## src/rtl/lcd_col_pkg.sv

```systemverilog
package lcd_col_pkg;

    typedef enum logic [1:0] {
        LVL_V1  = 2'b00,
        LVL_V3  = 2'b01,
        LVL_V4  = 2'b10,
        LVL_VEE = 2'b11
    } lvl_e;

    typedef enum logic [1:0] {
        ST_IDLE = 2'b00,
        ST_FILL = 2'b01,
        ST_FULL = 2'b10
    } intake_e;

    function automatic lvl_e pick_level(input logic d, input logic m, input logic en);
        lvl_e r;
        if (!en) begin
            r = LVL_V1;
        end else begin
            unique case ({m, d})
                2'b00:   r = LVL_V3;
                2'b01:   r = LVL_V1;
                2'b10:   r = LVL_V4;
                default: r = LVL_VEE;
            endcase
        end
        return r;
    endfunction

endpackage

```

## src/rtl/lcd_fall_det.sv

```systemverilog
module lcd_fall_det (
    input  logic clk,
    input  logic rst_n,
    input  logic lvl,
    output logic fall
);
    logic prev_q;

    always_ff @(posedge clk or negedge rst_n) begin
        if (!rst_n) prev_q <= 1'b0;
        else        prev_q <= lvl;
    end

    assign fall = prev_q & ~lvl;
endmodule

```

## src/rtl/lcd_intake_fsm.sv

```systemverilog
module lcd_intake_fsm
    import lcd_col_pkg::*;
#(
    parameter int GROUPS = 20,
    localparam int CW = (GROUPS > 1) ? $clog2(GROUPS) : 1
) (
    input  logic          clk,
    input  logic          rst_n,
    input  logic          shift_fall,
    input  logic          load_fall,
    input  logic          en_n,
    output logic          wr_en,
    output logic [CW-1:0] wr_idx,
    output logic          chain_o
);
    intake_e       state_q, state_d;
    logic [CW-1:0] cnt_q, cnt_d;
    logic          accept;

    assign accept = shift_fall & ~en_n & ~load_fall & (state_q != ST_FULL);

    // state register
    always_ff @(posedge clk or negedge rst_n) begin
        if (!rst_n) begin
            state_q <= ST_IDLE;
            cnt_q   <= '0;
        end else begin
            state_q <= state_d;
            cnt_q   <= cnt_d;
        end
    end

    // next state
    always_comb begin
        state_d = state_q;
        cnt_d   = cnt_q;
        unique case (state_q)
            ST_IDLE: begin
                if (load_fall) begin
                    cnt_d = '0;
                end else if (accept) begin
                    if (GROUPS == 1) begin
                        state_d = ST_FULL;
                        cnt_d   = '0;
                    end else begin
                        state_d = ST_FILL;
                        cnt_d   = CW'(1);
                    end
                end
            end
            ST_FILL: begin
                if (load_fall) begin
                    state_d = ST_IDLE;
                    cnt_d   = '0;
                end else if (accept) begin
                    if (cnt_q == CW'(GROUPS - 1)) begin
                        state_d = ST_FULL;
                        cnt_d   = '0;
                    end else begin
                        cnt_d = cnt_q + CW'(1);
                    end
                end
            end
            ST_FULL: begin
                if (load_fall) begin
                    state_d = ST_IDLE;
                    cnt_d   = '0;
                end
            end
            default: begin
                state_d = ST_IDLE;
                cnt_d   = '0;
            end
        endcase
    end

    // outputs
    always_comb begin
        wr_en   = accept;
        wr_idx  = cnt_q;
        chain_o = (state_q != ST_FULL);
    end

    p_no_overflow_r5: assert property (@(posedge clk) disable iff (!rst_n)
        int'(cnt_q) < GROUPS);
    p_full_holds_r5: assert property (@(posedge clk) disable iff (!rst_n)
        (state_q == ST_FULL && !load_fall) |=> (state_q == ST_FULL));
    p_load_clears_r7: assert property (@(posedge clk) disable iff (!rst_n)
        load_fall |=> (state_q == ST_IDLE && cnt_q == '0));
endmodule

```

## src/rtl/lcd_col_store.sv

```systemverilog
module lcd_col_store #(
    parameter int NCOLS = 80,
    parameter int NIB   = 4,
    localparam int GROUPS = NCOLS / NIB,
    localparam int CW = (GROUPS > 1) ? $clog2(GROUPS) : 1
) (
    input  logic             clk,
    input  logic             rst_n,
    input  logic             wr_en,
    input  logic [CW-1:0]    wr_idx,
    input  logic             dir,
    input  logic [NIB-1:0]   din,
    input  logic             load_fall,
    output logic [NCOLS-1:0] latched
);
    logic [NCOLS-1:0] sr_q, sr_d;

    always_comb begin
        sr_d = sr_q;
        if (wr_en) begin
            for (int c = 0; c < NCOLS; c++) begin
                if (!dir && int'(wr_idx) == c / NIB)
                    sr_d[c] = din[c % NIB];
                else if (dir && int'(wr_idx) == (NCOLS - 1 - c) / NIB)
                    sr_d[c] = din[(NCOLS - 1 - c) % NIB];
            end
        end
    end

    always_ff @(posedge clk or negedge rst_n) begin
        if (!rst_n) sr_q <= '0;
        else        sr_q <= sr_d;
    end

    always_ff @(posedge clk or negedge rst_n) begin
        if (!rst_n)         latched <= '0;
        else if (load_fall) latched <= sr_q;
    end

    p_sr_hold_r3: assert property (@(posedge clk) disable iff (!rst_n)
        !wr_en |=> $stable(sr_q));
    p_latch_hold_r6: assert property (@(posedge clk) disable iff (!rst_n)
        !load_fall |=> $stable(latched));
endmodule

```

## src/rtl/lcd_level_enc.sv

```systemverilog
module lcd_level_enc
    import lcd_col_pkg::*;
#(
    parameter int NCOLS = 80
) (
    input  logic [NCOLS-1:0]   latched,
    input  logic               alt_m,
    input  logic               disp_en,
    output logic [2*NCOLS-1:0] col_code
);
    for (genvar c = 0; c < NCOLS; c++) begin : g_col
        assign col_code[2*c +: 2] = pick_level(latched[c], alt_m, disp_en);
    end
endmodule

```

## src/rtl/lcd_col_drv.sv

```systemverilog
module lcd_col_drv #(
    parameter int NCOLS = 80,
    parameter int NIB   = 4,
    localparam int GROUPS = NCOLS / NIB,
    localparam int CW = (GROUPS > 1) ? $clog2(GROUPS) : 1
) (
    input  logic               clk,
    input  logic               rst_n,
    input  logic               shift_clk,
    input  logic               load_clk,
    input  logic [NIB-1:0]     din,
    input  logic               dir,
    input  logic               alt_m,
    input  logic               disp_en,
    input  logic               casc_r_in,
    output logic               casc_r_out,
    output logic               casc_r_oe,
    input  logic               casc_l_in,
    output logic               casc_l_out,
    output logic               casc_l_oe,
    output logic [2*NCOLS-1:0] col_code
);
    logic          shift_fall, load_fall, en_n, wr_en, chain_o;
    logic [CW-1:0] wr_idx;
    logic [NCOLS-1:0] latched;

    lcd_fall_det u_shift_edge (.clk(clk), .rst_n(rst_n), .lvl(shift_clk), .fall(shift_fall));
    lcd_fall_det u_load_edge  (.clk(clk), .rst_n(rst_n), .lvl(load_clk),  .fall(load_fall));

    assign en_n = dir ? casc_l_in : casc_r_in;

    lcd_intake_fsm #(.GROUPS(GROUPS)) u_fsm (
        .clk(clk), .rst_n(rst_n), .shift_fall(shift_fall), .load_fall(load_fall),
        .en_n(en_n), .wr_en(wr_en), .wr_idx(wr_idx), .chain_o(chain_o)
    );

    lcd_col_store #(.NCOLS(NCOLS), .NIB(NIB)) u_store (
        .clk(clk), .rst_n(rst_n), .wr_en(wr_en), .wr_idx(wr_idx), .dir(dir),
        .din(din), .load_fall(load_fall), .latched(latched)
    );

    lcd_level_enc #(.NCOLS(NCOLS)) u_enc (
        .latched(latched), .alt_m(alt_m), .disp_en(disp_en), .col_code(col_code)
    );

    assign casc_l_out = chain_o;
    assign casc_r_out = chain_o;
    assign casc_l_oe  = ~dir;
    assign casc_r_oe  = dir;

    p_blank_v1_r9: assert property (@(posedge clk) disable iff (!rst_n)
        !disp_en |-> (col_code == '0));
    p_chain_rises_on_load_r7: assert property (@(posedge clk) disable iff (!rst_n)
        load_fall |=> chain_o);
endmodule

```

## config.mk

```make
export PLATFORM = sky130hd
export DESIGN_NAME = lcd_col_drv
export DESIGN_NICKNAME = d
export VERILOG_FILES = /design/src/rtl/lcd_col_pkg.sv /design/src/rtl/lcd_fall_det.sv /design/src/rtl/lcd_intake_fsm.sv /design/src/rtl/lcd_col_store.sv /design/src/rtl/lcd_level_enc.sv /design/src/rtl/lcd_col_drv.sv
export SDC_FILE = /design/constraint.sdc
export NUM_CORES = 1
export LEC_CHECK = 0
export BUFFER_PORTS_ARGS = -buffer_cell sky130_fd_sc_hd__buf_2
export CORE_MARGIN = 2
export CORE_UTILIZATION = 55
export CTS_BUF_LIST = sky130_fd_sc_hd__clkbuf_8
export DETAILED_ROUTE_END_ITERATION = 7
export GPL_TIMING_DRIVEN = 0
export PLACE_DENSITY = 0.86
export SLEW_MARGIN = 40
export SYNTH_ARGS = -nofsm -noshare
export SYNTH_HDL_FRONTEND = slang
export SYNTH_SLANG_ARGS = --single-unit
export TNS_END_PERCENT = 1
```

## constraint.sdc

```tcl
create_clock -name clk -period 12.8 [get_ports clk]
set_input_delay 2.56 -clock clk [delete_from_list [all_inputs] [get_ports clk]]
set_output_delay 2.56 -clock clk [all_outputs]
set_load 0.02 [all_outputs]
```

==> impl_metrics.ini <==
[logic_synthesis]
synth_edf_count = 0
synthesis.nets = 1037
syn_inst = 1009
synth.ff_latch_count = 169
async_flop_share_pct = 100
avgSynthCellArea_sq_um = 9.87
yosysWarningCount = 0
ys_types = 41
yosysSeqAreaShare_pct = 42.4
synthFlopType = dfrtp_1
synth_area_sq_um = 9960

[clocking]
cts_sinks = 169
clock_latency_ns = 0.48
root_buffer = clkbuf_8
cts_tree = yes
post_cts.repair.setup_buffers = 0
clk_pin_slew_worst_paths_ns = 0.08
cts_hold_buf = 0
numCtsBuffers = 17
h-tree-depth = 4
cts_resized = 0
clock_path_buffers = 2

[sta]
setup_tns_ns = 0
slew_viol_final = 0
hold_viol_final = 0
rsz0062_at_grt = false
fin_crit_sh_pct = 56.7
finClkSkew_ns = 0.0153
finalSetupViolCount = 0
period_needed_ns = 7.26
slew_headroom_pct = 46.5
clock.fmax_mhz = 138
tightest_slew_ns = 0.802

[final_layout]
n_fill_cell = 1423
num_antenna_cells = 0
postLayoutCellArea_sq_um = 11600
fin_nets = 1229
layoutNonFillerInstCount = 1443
synthToLayoutAreaGrowth_pct = 16.5
layout-drive-gt1-share_pct = 38.3

[setup_path]
worst_ep_arrival_time_ns = 4.70
critical_path_class = in2out
required_ns = 10.24
worst-path-max-fanout = 72
end_kind = primary output
start_kind = input port

[job]
maxCapViolCount = 0

[die]
ios = 177
core.rowCount = 49
die-width_um = 139
fp.coreArea_sq_um = 17800
die_h_um = 139
die_area_sq_um = 19200
start_util_pct = 55.8

[placement]
placed_area_sq_um = 11200
dp_hpwl_mm = 18.2
numPlacedInstances = 1411
gp_congestion = 0.932
io_buffers = 170

[run_status]
status = finished, final reports clean

[global_routing]
grt_first_pass_wirelength_mm = 39.6
grt_max_degree = 79
grt_overflow = 0
antenna_found_initial = 0
track_usage_pct = 26.3
first_global_vias = 7282

[route]
via_count = 7560
wl_per_cell_um = 17.4
ant_nets = 0
dr.pass1.iters = 5
viasPerCell = 5.24
drc = 0
drt_iter0_drc = 459
drt-total-wl_mm = 25.2

[pwr]
peakVddDrop_mv = 0.0738
p_leak_nw = 5.96
powerDensity_nw_per_um2 = 134

[hold_path]
hold_path.class = reg2reg
-- state kept, by name, indices dropped and copies added, names as in the netlist --
name and flops:
u_store.latched 80, u_store.sr_q 80, u_fsm.wr_idx 5, u_fsm.state_q 2
u_load_edge.prev_q 1, u_shift_edge.prev_q 1
-- routing by layer --
metal  wire length (um)  up-vias  global-route usage, %
li1                   -     3562                      -
met1              10600     3649                   34.7
met2              12300      309                   44.1
met3               1760       40                   5.35
met4                518        0                   8.49
met5                  0        -                      0
-- stage by stage --
stage                     util, %  hold slack [ns]  total power, mW  setup slack [ns]
final                        65.1            0.469             1.55              5.54
after global routing         65.1            0.491             1.63              5.31
after CTS                    65.0            0.471             1.55              5.52
after detailed placement     62.7            0.452             1.17              5.53
after floorplan                 -            0.433             1.03              5.02
after global placement       62.2            0.444             1.15              4.38
-- cells by family (layout without fill, tap and decap cells) --
group           Yosys count  after routing  share of synthesized area [%]
mux                     161            161                           18.8
flops                   169            169                           42.4
buf+inv                 154            359                           9.05
compound gates           41             41                           2.86
fa+ha+maj                15             15                           1.88
xor+xnor                 76             76                           6.68
simple gates            393            393                           18.3
-- Yosys cell counts (all sizes together), types with 2 or more instances --
cell,n,area share [%]
nand4,2,0.13
nand2,260,9.8
ha,15,1.9
or2,2,0.13
mux2,160,19
o31ai,2,0.15
and3b,2,0.18
a21oi,8,0.51
a21o,7,0.53
a22oi,6,0.45
nor3,2,0.10
nor2b,9,0.57
nor2,3,0.11
nor3b,3,0.28
clkbuf,50,1.9
and3,2,0.13
nand3,13,0.65
o21a,5,0.38
buf,94,6.8
and2,84,5.3
inv,10,0.38
dfrtp,169,42
xnor2,76,6.7
or4,5,0.49
nand2b,4,0.25
o21ai,8,0.40
-- worst max-delay path, cell delays in order --
cell and delay (ns):
buf_2 0.22, clkbuf_1 0.18, buf_2 0.34, buf_1 0.53
and2_4 0.28, buf_12 0.24, buf_4 0.15, buf_2 0.15
-- path summary, 6_finish.rpt --
kind | start | to | slack [ns] | cells past startpoint
min in group asynchronous | rst_n | u_store.sr_q[41] | 1.89 | 1
min reg2reg | u_store.sr_q[3] | u_store.latched[3] | 0.47 | 2
max reg2reg | u_load_edge.prev_q | u_store.sr_q[48] | 10.33 | 7
max in group asynchronous | rst_n | u_store.latched[56] | 10.30 | 2
max | alt_m | col_code[29] | 5.54 | 8
min | u_store.sr_q[3] | u_store.latched[3] | 0.47 | 2
-- cell usage in the layout (no fill, tap or decap), drive strengths merged --
master / n
nor4b: 1
nand2: 260
or2: 2
a21oi: 8
a311oi: 1
a311o: 1
o21ai: 8
nor2b: 9
nor3b: 3
clkinv: 2
xnor2: 76
o2bb2ai: 1
bufinv: 2
nand3: 13
nand4: 2
nand2b: 4
a21o: 7
dfrtp: 169
o21a: 5
clkinvlp: 4
o311ai: 1
and3: 2
buf: 267
a22oi: 6
nor3: 2
ha: 15
nor2: 3
or3b: 1
or4: 5
and3b: 2
inv: 13
o31ai: 2
clkbuf: 71
a211oi: 1
mux2: 160
mux2i: 1
and2: 84
-- cell type report --
cell class	instances	area [sq um]	area share, %
plain buffers	144	868	7.48
clock buffers	21	289	2.49
clock inverters	11	120	1.03
inverters	10	37.5	0.323
multi-input cells	686	4840	41.7
flip-flops and latches	169	4230	36.4
well taps	229	287	2.47
repair buffers	173	936	8.06
-- power by group --
part           internal (mW)  total, mW  leakage, nW  switching, mW
clock network          0.193      0.391        0.203          0.198
registers              0.629      0.694         2.30         0.0652
logic                  0.211      0.466         3.46          0.256
total                   1.03       1.55         5.96          0.519
No activity file was read; power rests on OpenSTA's default activity.
